### src/rtl/dcc_pkg.sv
package dcc_pkg;
   localparam int WORD_W = 32;
   localparam int DESC_WORDS = 7;

   // register byte offsets
   localparam logic [7:0] OFS_CTRL = 8'h00;
   localparam logic [7:0] OFS_STAT = 8'h04;
   localparam logic [7:0] OFS_CUR  = 8'h0C;
   localparam logic [7:0] OFS_NEXT = 8'h10;
   localparam logic [7:0] OFS_CNT  = 8'h20;

   // status bit positions
   localparam int ST_BUSY = 10;
   localparam int ST_EOT  = 9;
   localparam int ST_EOC  = 8;
   localparam int ERR_N   = 4;

   // descriptor word indices
   localparam int DW_LINK = 0;
   localparam int DW_SRC  = 1;
   localparam int DW_DST  = 3;
   localparam int DW_CNT  = 4;
   localparam int DW_CTL  = 5;

   // descriptor control word fields
   localparam int CT_IE  = 4;
   localparam int CT_M2M = 6;

   typedef enum logic [2:0] {
      SQ_IDLE,
      SQ_FETCH,
      SQ_EXEC,
      SQ_WAIT,
      SQ_LINK
   } seq_state_t;

   function automatic int err_bit(input int idx);
      case (idx)
         0:       return 1;
         1:       return 2;
         2:       return 3;
         default: return 5;
      endcase
   endfunction
endpackage

### src/rtl/dcc_seq.sv
module dcc_seq
   import dcc_pkg::*;
#(
   parameter int AW        = 32,
   parameter int LEN_W     = 25,
   parameter bit FETCH_CRC = 1'b1
) (
   input  logic              clk,
   input  logic              rst_n,
   input  logic              en,
   input  logic              start,
   input  logic              app_pend,
   input  logic [AW-1:0]     ndar,
   output logic              app_take,
   output logic              ndar_ld,
   output logic [AW-1:0]     ndar_val,
   output logic              busy,
   output logic [AW-1:0]     cur_desc,
   output logic [LEN_W-1:0]  cur_cnt,
   output logic              mem_req,
   output logic [AW-1:0]     mem_addr,
   input  logic              mem_ack,
   input  logic [WORD_W-1:0] mem_rdata,
   output logic              mv_start,
   output logic [AW-1:0]     mv_src,
   output logic [AW-1:0]     mv_dst,
   output logic [LEN_W-1:0]  mv_len,
   output logic [3:0]        mv_code,
   output logic              mv_m2m,
   input  logic              mv_done,
   input  logic [ERR_N-1:0]  mv_err,
   output logic              ev_eot,
   output logic              ev_eot_ie,
   output logic              ev_eoc,
   output logic [ERR_N-1:0]  ev_err
);
   localparam int WI_W = $clog2(DESC_WORDS);

   seq_state_t       st;
   logic [WI_W-1:0]  widx;
   logic [WI_W-1:0]  last_idx;
   logic [AW-1:0]    r_link;
   logic [AW-1:0]    r_src;
   logic [AW-1:0]    r_dst;
   logic [LEN_W-1:0] r_cnt;
   logic [7:0]       r_ctl;
   logic             done_ok;

   // variant: read the trailing CRC word or stop after the control word
   generate
      if (FETCH_CRC) begin : g_full_fetch
         assign last_idx = WI_W'(DESC_WORDS - 1);
      end else begin : g_short_fetch
         assign last_idx = WI_W'(DW_CTL);
      end
   endgenerate

   assign busy     = (st != SQ_IDLE);
   assign mem_req  = (st == SQ_FETCH) || (st == SQ_LINK);
   assign mem_addr = (st == SQ_FETCH) ? cur_desc + AW'({widx, 2'b00}) : cur_desc;
   assign mv_start = (st == SQ_EXEC) && (r_cnt != '0);
   assign mv_src   = r_src;
   assign mv_dst   = r_dst;
   assign mv_len   = r_cnt;
   assign mv_code  = r_ctl[3:0];
   assign mv_m2m   = r_ctl[CT_M2M];
   assign cur_cnt  = r_cnt;
   assign done_ok  = ((st == SQ_EXEC) && (r_cnt == '0)) ||
                     ((st == SQ_WAIT) && mv_done && (mv_err == '0));

   always_ff @(posedge clk or negedge rst_n) begin
      if (!rst_n) begin
         st        <= SQ_IDLE;
         widx      <= '0;
         cur_desc  <= '0;
         r_link    <= '0;
         r_src     <= '0;
         r_dst     <= '0;
         r_cnt     <= '0;
         r_ctl     <= '0;
         app_take  <= 1'b0;
         ndar_ld   <= 1'b0;
         ndar_val  <= '0;
         ev_eot    <= 1'b0;
         ev_eot_ie <= 1'b0;
         ev_eoc    <= 1'b0;
         ev_err    <= '0;
      end else begin
         app_take  <= 1'b0;
         ndar_ld   <= 1'b0;
         ev_eot    <= 1'b0;
         ev_eot_ie <= 1'b0;
         ev_eoc    <= 1'b0;
         ev_err    <= '0;
         unique case (st)
            SQ_IDLE: begin
               if (start) begin
                  if (ndar != '0) begin
                     cur_desc <= ndar;
                     widx     <= '0;
                     st       <= SQ_FETCH;
                  end else begin
                     ev_eoc <= 1'b1;
                  end
               end else if (en && app_pend) begin
                  app_take <= 1'b1;
                  st       <= SQ_LINK;
               end
            end
            SQ_FETCH: begin
               if (mem_ack) begin
                  case (int'(widx))
                     DW_LINK: begin
                        r_link   <= mem_rdata[AW-1:0];
                        ndar_ld  <= 1'b1;
                        ndar_val <= mem_rdata[AW-1:0];
                     end
                     DW_SRC: r_src <= mem_rdata[AW-1:0];
                     DW_DST: r_dst <= mem_rdata[AW-1:0];
                     DW_CNT: r_cnt <= mem_rdata[LEN_W-1:0];
                     DW_CTL: r_ctl <= mem_rdata[7:0];
                     default: ;
                  endcase
                  if (widx == last_idx) st <= SQ_EXEC;
                  else                  widx <= widx + 1'b1;
               end
            end
            SQ_EXEC: begin
               if (r_cnt != '0) st <= SQ_WAIT;
            end
            SQ_WAIT: begin
               if (mv_done && (mv_err != '0)) begin
                  ev_err <= mv_err;
                  st     <= SQ_IDLE;
               end
            end
            SQ_LINK: begin
               if (mem_ack) begin
                  ndar_ld  <= 1'b1;
                  ndar_val <= mem_rdata[AW-1:0];
                  if (mem_rdata[AW-1:0] != '0) begin
                     cur_desc <= mem_rdata[AW-1:0];
                     widx     <= '0;
                     st       <= SQ_FETCH;
                  end else begin
                     ev_eoc <= 1'b1;
                     st     <= SQ_IDLE;
                  end
               end
            end
            default: st <= SQ_IDLE;
         endcase
         if (done_ok) begin
            ev_eot    <= 1'b1;
            ev_eot_ie <= r_ctl[CT_IE];
            if (!en) begin
               st <= SQ_IDLE;
            end else if (r_link != '0) begin
               cur_desc <= r_link;
               widx     <= '0;
               st       <= SQ_FETCH;
            end else if (app_pend) begin
               app_take <= 1'b1;
               st       <= SQ_LINK;
            end else begin
               ev_eoc <= 1'b1;
               st     <= SQ_IDLE;
            end
         end
      end
   end

   p_req_hold_r3: assert property (@(posedge clk) disable iff (!rst_n)
      (mem_req && !mem_ack) |=> (mem_req && $stable(mem_addr)));
   p_move_pulse_r7: assert property (@(posedge clk) disable iff (!rst_n)
      mv_start |=> !mv_start);
   p_no_empty_move_r6: assert property (@(posedge clk) disable iff (!rst_n)
      mv_start |-> (mv_len != '0));
   p_fault_halts_r8: assert property (@(posedge clk) disable iff (!rst_n)
      ((st == SQ_WAIT) && mv_done && (mv_err != '0)) |=> !busy);
   p_chain_end_idle_r4: assert property (@(posedge clk) disable iff (!rst_n)
      ev_eoc |-> !busy);
endmodule

### src/rtl/dcc_csr.sv
module dcc_csr
   import dcc_pkg::*;
#(
   parameter int RA_W  = 8,
   parameter int AW    = 32,
   parameter int LEN_W = 25
) (
   input  logic              clk,
   input  logic              rst_n,
   input  logic              cfg_we,
   input  logic [RA_W-1:0]   cfg_addr,
   input  logic [WORD_W-1:0] cfg_wdata,
   output logic [WORD_W-1:0] cfg_rdata,
   output logic              en,
   output logic              start,
   output logic              app_pend,
   input  logic              app_take,
   output logic [AW-1:0]     ndar,
   input  logic              ndar_ld,
   input  logic [AW-1:0]     ndar_val,
   input  logic              busy,
   input  logic [AW-1:0]     cur_desc,
   input  logic [LEN_W-1:0]  cur_cnt,
   input  logic              ev_eot,
   input  logic              ev_eot_ie,
   input  logic              ev_eoc,
   input  logic [ERR_N-1:0]  ev_err,
   output logic              irq
);
   logic             eot_q;
   logic             eoc_q;
   logic             arm_q;
   logic [ERR_N-1:0] err_q;
   logic             wr_ctrl;
   logic             wr_stat;
   logic             wr_next;

   assign wr_ctrl = cfg_we && (cfg_addr == RA_W'(OFS_CTRL));
   assign wr_stat = cfg_we && (cfg_addr == RA_W'(OFS_STAT));
   assign wr_next = cfg_we && (cfg_addr == RA_W'(OFS_NEXT));
   assign start   = wr_ctrl && cfg_wdata[0] && !en;
   assign irq     = eot_q && arm_q;

   always_ff @(posedge clk or negedge rst_n) begin
      if (!rst_n) begin
         en       <= 1'b0;
         app_pend <= 1'b0;
         ndar     <= '0;
         eot_q    <= 1'b0;
         eoc_q    <= 1'b0;
         arm_q    <= 1'b0;
      end else begin
         if (wr_ctrl) en <= cfg_wdata[0];
         if (wr_ctrl && !cfg_wdata[0])     app_pend <= 1'b0;
         else if (wr_ctrl && cfg_wdata[1]) app_pend <= 1'b1;
         else if (app_take)                app_pend <= 1'b0;
         if (ndar_ld)      ndar <= ndar_val;
         else if (wr_next) ndar <= cfg_wdata[AW-1:0];
         if (ev_eot)                             eot_q <= 1'b1;
         else if (wr_stat && cfg_wdata[ST_EOT])  eot_q <= 1'b0;
         if (ev_eoc)                             eoc_q <= 1'b1;
         else if (wr_stat && cfg_wdata[ST_EOC])  eoc_q <= 1'b0;
         if (ev_eot && ev_eot_ie)                          arm_q <= 1'b1;
         else if (!ev_eot && wr_stat && cfg_wdata[ST_EOT]) arm_q <= 1'b0;
      end
   end

   generate
      for (genvar gi = 0; gi < ERR_N; gi++) begin : g_err
         localparam int POS = err_bit(gi);
         always_ff @(posedge clk or negedge rst_n) begin
            if (!rst_n)                          err_q[gi] <= 1'b0;
            else if (ev_err[gi])                 err_q[gi] <= 1'b1;
            else if (wr_stat && cfg_wdata[POS])  err_q[gi] <= 1'b0;
         end
      end
   endgenerate

   always_comb begin
      cfg_rdata = '0;
      case (cfg_addr)
         RA_W'(OFS_CTRL): cfg_rdata[1:0] = {app_pend, en};
         RA_W'(OFS_STAT): begin
            cfg_rdata[ST_BUSY] = busy;
            cfg_rdata[ST_EOT]  = eot_q;
            cfg_rdata[ST_EOC]  = eoc_q;
            for (int i = 0; i < ERR_N; i++) cfg_rdata[err_bit(i)] = err_q[i];
         end
         RA_W'(OFS_CUR):  cfg_rdata[AW-1:0]    = cur_desc;
         RA_W'(OFS_NEXT): cfg_rdata[AW-1:0]    = ndar;
         RA_W'(OFS_CNT):  cfg_rdata[LEN_W-1:0] = cur_cnt;
         default: ;
      endcase
   end

   p_eot_clear_r5: assert property (@(posedge clk) disable iff (!rst_n)
      (wr_stat && cfg_wdata[ST_EOT] && !ev_eot) |=> !eot_q);
   p_eoc_clear_r5: assert property (@(posedge clk) disable iff (!rst_n)
      (wr_stat && cfg_wdata[ST_EOC] && !ev_eoc) |=> !eoc_q);
   p_err_capture_r8: assert property (@(posedge clk) disable iff (!rst_n)
      (ev_err != '0) |=> ((err_q & $past(ev_err)) == $past(ev_err)));
   p_irq_cause_r11: assert property (@(posedge clk) disable iff (!rst_n)
      $rose(irq) |-> $past(ev_eot));
endmodule

### src/rtl/chain_dma_ch.sv
module chain_dma_ch
   import dcc_pkg::*;
#(
   parameter int AW        = 32,
   parameter int LEN_W     = 25,
   parameter int MAX_BYTES = 16777216,
   parameter int RA_W      = 8,
   parameter bit FETCH_CRC = 1'b1
) (
   input  logic              clk,
   input  logic              rst_n,
   input  logic              cfg_we,
   input  logic [RA_W-1:0]   cfg_addr,
   input  logic [WORD_W-1:0] cfg_wdata,
   output logic [WORD_W-1:0] cfg_rdata,
   output logic              mem_req,
   output logic [AW-1:0]     mem_addr,
   input  logic              mem_ack,
   input  logic [WORD_W-1:0] mem_rdata,
   output logic              mv_start,
   output logic [AW-1:0]     mv_src,
   output logic [AW-1:0]     mv_dst,
   output logic [LEN_W-1:0]  mv_len,
   output logic [3:0]        mv_code,
   output logic              mv_m2m,
   input  logic              mv_done,
   input  logic [ERR_N-1:0]  mv_err,
   output logic              irq
);
   generate
      if (LEN_W < $clog2(MAX_BYTES + 1)) begin : g_bad_len
         $error("LEN_W too narrow for MAX_BYTES");
      end
      if (AW > WORD_W || AW < 8) begin : g_bad_aw
         $error("AW must lie between 8 and the word width");
      end
      if (RA_W < 6) begin : g_bad_ra
         $error("RA_W must cover the register offsets");
      end
   endgenerate

   logic             en;
   logic             start;
   logic             app_pend;
   logic             app_take;
   logic [AW-1:0]    ndar;
   logic             ndar_ld;
   logic [AW-1:0]    ndar_val;
   logic             busy;
   logic [AW-1:0]    cur_desc;
   logic [LEN_W-1:0] cur_cnt;
   logic             ev_eot;
   logic             ev_eot_ie;
   logic             ev_eoc;
   logic [ERR_N-1:0] ev_err;

   dcc_csr #(.RA_W(RA_W), .AW(AW), .LEN_W(LEN_W)) u_csr (
      .clk(clk), .rst_n(rst_n),
      .cfg_we(cfg_we), .cfg_addr(cfg_addr), .cfg_wdata(cfg_wdata), .cfg_rdata(cfg_rdata),
      .en(en), .start(start), .app_pend(app_pend), .app_take(app_take),
      .ndar(ndar), .ndar_ld(ndar_ld), .ndar_val(ndar_val),
      .busy(busy), .cur_desc(cur_desc), .cur_cnt(cur_cnt),
      .ev_eot(ev_eot), .ev_eot_ie(ev_eot_ie), .ev_eoc(ev_eoc), .ev_err(ev_err),
      .irq(irq)
   );

   dcc_seq #(.AW(AW), .LEN_W(LEN_W), .FETCH_CRC(FETCH_CRC)) u_seq (
      .clk(clk), .rst_n(rst_n),
      .en(en), .start(start), .app_pend(app_pend), .ndar(ndar),
      .app_take(app_take), .ndar_ld(ndar_ld), .ndar_val(ndar_val),
      .busy(busy), .cur_desc(cur_desc), .cur_cnt(cur_cnt),
      .mem_req(mem_req), .mem_addr(mem_addr), .mem_ack(mem_ack), .mem_rdata(mem_rdata),
      .mv_start(mv_start), .mv_src(mv_src), .mv_dst(mv_dst), .mv_len(mv_len),
      .mv_code(mv_code), .mv_m2m(mv_m2m), .mv_done(mv_done), .mv_err(mv_err),
      .ev_eot(ev_eot), .ev_eot_ie(ev_eot_ie), .ev_eoc(ev_eoc), .ev_err(ev_err)
   );
endmodule

### config.mk
export PLATFORM = sky130hd
export DESIGN_NAME = chain_dma_ch
export DESIGN_NICKNAME = d
export VERILOG_FILES = /design/src/rtl/dcc_pkg.sv /design/src/rtl/dcc_seq.sv /design/src/rtl/dcc_csr.sv /design/src/rtl/chain_dma_ch.sv
export SDC_FILE = /design/constraint.sdc
export NUM_CORES = 1
export LEC_CHECK = 0
export BUFFER_PORTS_ARGS = -buffer_cell sky130_fd_sc_hd__buf_2
export CAP_MARGIN = 30
export CORE_UTILIZATION = 25
export DETAILED_ROUTE_END_ITERATION = 10
export PLACE_DENSITY = 0.55
export SLEW_MARGIN = 10
export SYNTH_ARGS = -nofsm -noshare
export SYNTH_HDL_FRONTEND = slang
export SYNTH_SLANG_ARGS = --single-unit
### constraint.sdc
create_clock -name clk -period 2.4 [get_ports clk]
set_clock_uncertainty 0.2 [all_clocks]
set_input_delay 0.24 -clock clk [delete_from_list [all_inputs] [get_ports clk]]
set_output_delay 0.24 -clock clk [all_outputs]
set_load 0.02 [all_outputs]
==> flow_metrics.py <==
metrics = {
    "sta": {
        "fin_ws_ns": -0.752,
        "tightest_slew_ns": 0.559,
        "finalMaxSlewViolations": 0,
        "timing.final.crit_share_pct": 131,
        "setup_viol": 97,
        "hold_violations": 0,
        "slew_headroom_pct": 62.7,
        "hold_slack_ns": 0.0556,
        "fin_crit_ns": 3.15,
        "tns_ns": -28.70,
        "max_freq_mhz": 317,
        "rsz0062_at_grt": "true",
    },
    "worst_setup_path": {
        "r2r-end": "u_seq.cur_desc[9]",
        "crit_type": "flop to primary output",
        "r2r_cells": 9,
        "rrSetupSlack_ns": -0.29,
        "worstPathArrival_ns": 2.71,
        "worst-path-max-fanout": 3,
        "required_ns": 1.96,
        "r2r_start": "u_csr.ndar[22]",
        "worst_path_largest_cell_delay_ns": 0.37,
        "cp_common_cell": "buf_4",
        "crit_path_start": "u_seq.widx[0]",
        "crit_slowest_cell": "fa_2",
        "path_cells": "ha_2 -> inv_2 -> fa_2 -> nor2b_4 -> nor2_4 -> nor4_4 -> buf_4 -> nand4_1 -> xnor2_1 -> buf_4",
        "critPathCaptureType": "primary output",
        "startpoint_type": "flop",
    },
    "floorplanning": {
        "start_util_pct": 25.4,
        "die-width_um": 222,
        "design.core.area_sq_um": 47800,
        "dieHeight_um": 222,
        "dieArea_sq_um": 49500,
        "row_count": 80,
        "io_pins": 242,
    },
    "synth": {
        "synth_most_common_cell": "dfrtp_1",
        "synthFlopType": "dfrtp_1",
        "yosys.area.top_type": "dfrtp_1",
        "synth_seq_area_share_pct": 50.9,
        "async_flop_share_pct": 100,
        "synthCells": 1051,
        "synth_area_sq_um": 12100,
        "postSynthAreaPerCell_sq_um": 11.6,
        "synth_edf_count": 0,
        "synth_warnings": 0,
        "synthTopCellsByArea": "dfrtp_1, mux2_2, mux2i_1, nand2_1, o21ai_0",
        "netlist_top_cells_count": "dfrtp_1, mux2_2, nand2_1, mux2i_1, o21ai_0",
        "synth_cell_types": 62,
        "synth_top_area_share_pct": 50.9,
        "syn_nets": 1141,
        "synth-seq-cells": 247,
    },
    "global_route": {
        "overflow": 0,
        "grtUsageTotal_pct": 19.6,
        "grt_max_degree": 69,
        "antenna_found_initial": 1,
        "grt_pass1_vias": 11300,
        "grt_first_pass_wirelength_um": 72800,
    },
    "power": {
        "leakage_nw": 9.62,
        "powerDensity_nw_per_um2": 1080,
        "ir_drop_mv": 0.661,
    },
    "routing": {
        "num_vias": 11000,
        "dr.first_iter.drc_count": 753,
        "wl_um": 48900,
        "routedWlPerCell_um": 21.7,
        "drt-pass1-iter-count": 7,
        "post-route-drc-count": 0,
        "drtAntennaViolNets": 0,
        "avgViaCountPerCell": 4.89,
    },
    "placement": {
        "post-dp-hpwl_um": 35000,
        "portBuffers": 241,
        "gp_congestion": 0.907,
    },
    "outcome": {
        "status": "finished with violations",
        "violations": "setup timing",
    },
    "clocking": {
        "clock_latency_ns": 0.59,
        "cts_buffer_depth": 3,
        "clk_pin_slew_ns": 0.06,
        "cts_root_buf": "clkbuf_16",
        "cts.sinks": 247,
        "cts_tree": "yes",
        "numCtsBuffers": 30,
        "htreeDepth": 1,
    },
    "min_path": {
        "whs_endpoint": "u_csr.en",
        "hold_depth": 4,
        "hp-class": "input pin to flop",
        "hold_start": "cfg_we",
    },
    "final_layout": {
        "antennaDiodeCount": 0,
        "final_util_pct": 40.9,
        "syn2layout_area_growth_pct": 61.2,
        "fill_cells": 4565,
        "drive_gt1_share_pct": 55.0,
        "final_nets": 1703,
    },
    "run": {
        "max-cap-violations": 0,
    },
}
## registers in the layout (all words and copies together), names as in the netlist
name,flops
u_seq.widx,3
u_seq.ndar_ld,1
u_seq.r_link,32
u_seq.r_ctl,6
u_seq.ev_eot_ie,1
u_csr.eoc_q,1
u_seq.ev_eoc,1
u_csr.eot_q,1
u_seq.mv_dst,32
u_seq.st,3
u_seq.cur_cnt,25
u_seq.cur_desc,32
u_seq.ev_eot,1
u_seq.ev_err,4
u_csr.arm_q,1
u_seq.mv_src,32
u_seq.ndar_val,32
u_csr.err_q,4
u_csr.en,1
u_seq.app_take,1
u_csr.app_pend,1
u_csr.ndar,32
## cell usage in the layout, fill, tap and decap left out, types with 18 or more instances in the layout
cell	Yosys	layout
a21oi_1	29	22
nor2_1	47	32
dfrtp_1	247	245
nor4_1	31	20
buf_6	4	64
clkbuf_16	0	31
o21ai_0	51	40
inv_1	37	35
buf_12	1	27
buf_4	6	239
mux2_2	186	171
and2_1	24	23
mux2i_1	51	51
nand2_1	84	74
buf_2	9	179
a222oi_1	18	18
dlygate4sd3_1	0	74
## area by class of cell
cell class              count  area (sq um)  share of cell area [%]
well taps                 615           769                    3.93
flip-flops and latches    247          6180                    31.6
multi-input cells         703          6550                    33.4
clock inverters            13           136                   0.696
inverters                  37           139                   0.709
clock buffers              42           866                    4.42
repair buffers            594          4940                    25.2
## stage by stage
| stage | cells | total power, mW | worst slack [ns] | area, sq um |
|---|---|---|---|---|
| final | 2251 | 21.2 | -0.752 | 19600 |
| after global routing | 2251 | 22.3 | -0.852 | 19600 |
| after CTS | 2236 | 20.9 | -0.751 | 19200 |
| after detailed placement | 2078 | 15.5 | -0.416 | 16200 |
| after global placement | 2078 | 15.4 | -0.406 | 16200 |
| after floorplan | 1051 | 11.3 | -0.0821 | 12500 |
## metal layers
| metal | up-vias | part of all wire [%] | wire, um | track usage (%) |
|---|---|---|---|---|
| li1 | 4975 | - | - | - |
| met1 | 5579 | 46 | 22400 | 27.1 |
| met2 | 389 | 46 | 22400 | 31.5 |
| met3 | 67 | 5.7 | 2790 | 3.36 |
| met4 | 0 | 2.6 | 1270 | 5.07 |
| met5 | - | 0 | 0 | 0 |
## worst max-delay path, delay by kind of cell (launching register included)
kind                       cells  cell delay, ns
adders and majority gates      2            0.56
buffers and inverters          3            0.45
DFF                            1            0.35
and+or+nand+nor                4            0.55
xor gates and xnor gates       1            0.23
## repair_timing
item | in CTS | in global routing
endpoints found under the setup margin | 99 | 112
pin swaps | 75 | 37
buffers inserted | 22 | 19
resized for setup | 213 | 65
gates cloned | 7 | 1
hold buffers | 74 | 0
endpoints found under the hold margin | 464 | 0
## kinds of logic (layout without fill, tap and decap cells)
family                     Yosys count  after routing  synth area share (%)
AOI/OAI and AO/OA                  177            177                  10.1
xor gates and xnor gates            29             29                  2.09
adders and majority gates            9              9                 0.989
buffers and inverters              101            686                  3.78
DFF                                247            247                  50.9
muxes                              237            237                  21.4
and+or+nand+nor                    251            251                  10.7
## where the power goes
part | internal [mW] | leakage (nW) | switching (mW) | total (mW)
Combinational | 4.67 | 5.91 | 4.84 | 9.51
Clock | 2.72 | 0.485 | 1.87 | 4.59
Sequential | 5.85 | 3.23 | 1.26 | 7.11
Total | 13.2 | 9.62 | 7.97 | 21.2
## how the worst max path moves through the flow
stage,end,slack (ns),cells after the start
floorplan,mem_addr[27],-0.08,7
global placement,u_seq.cur_desc[16],-0.41,8
detailed placement,u_seq.cur_desc[17],-0.42,8
CTS,mem_addr[26],-0.75,10
global route,mem_addr[23],-0.85,10
finish,mem_addr[20],-0.75,10
(Power assumes the default switching activity.)
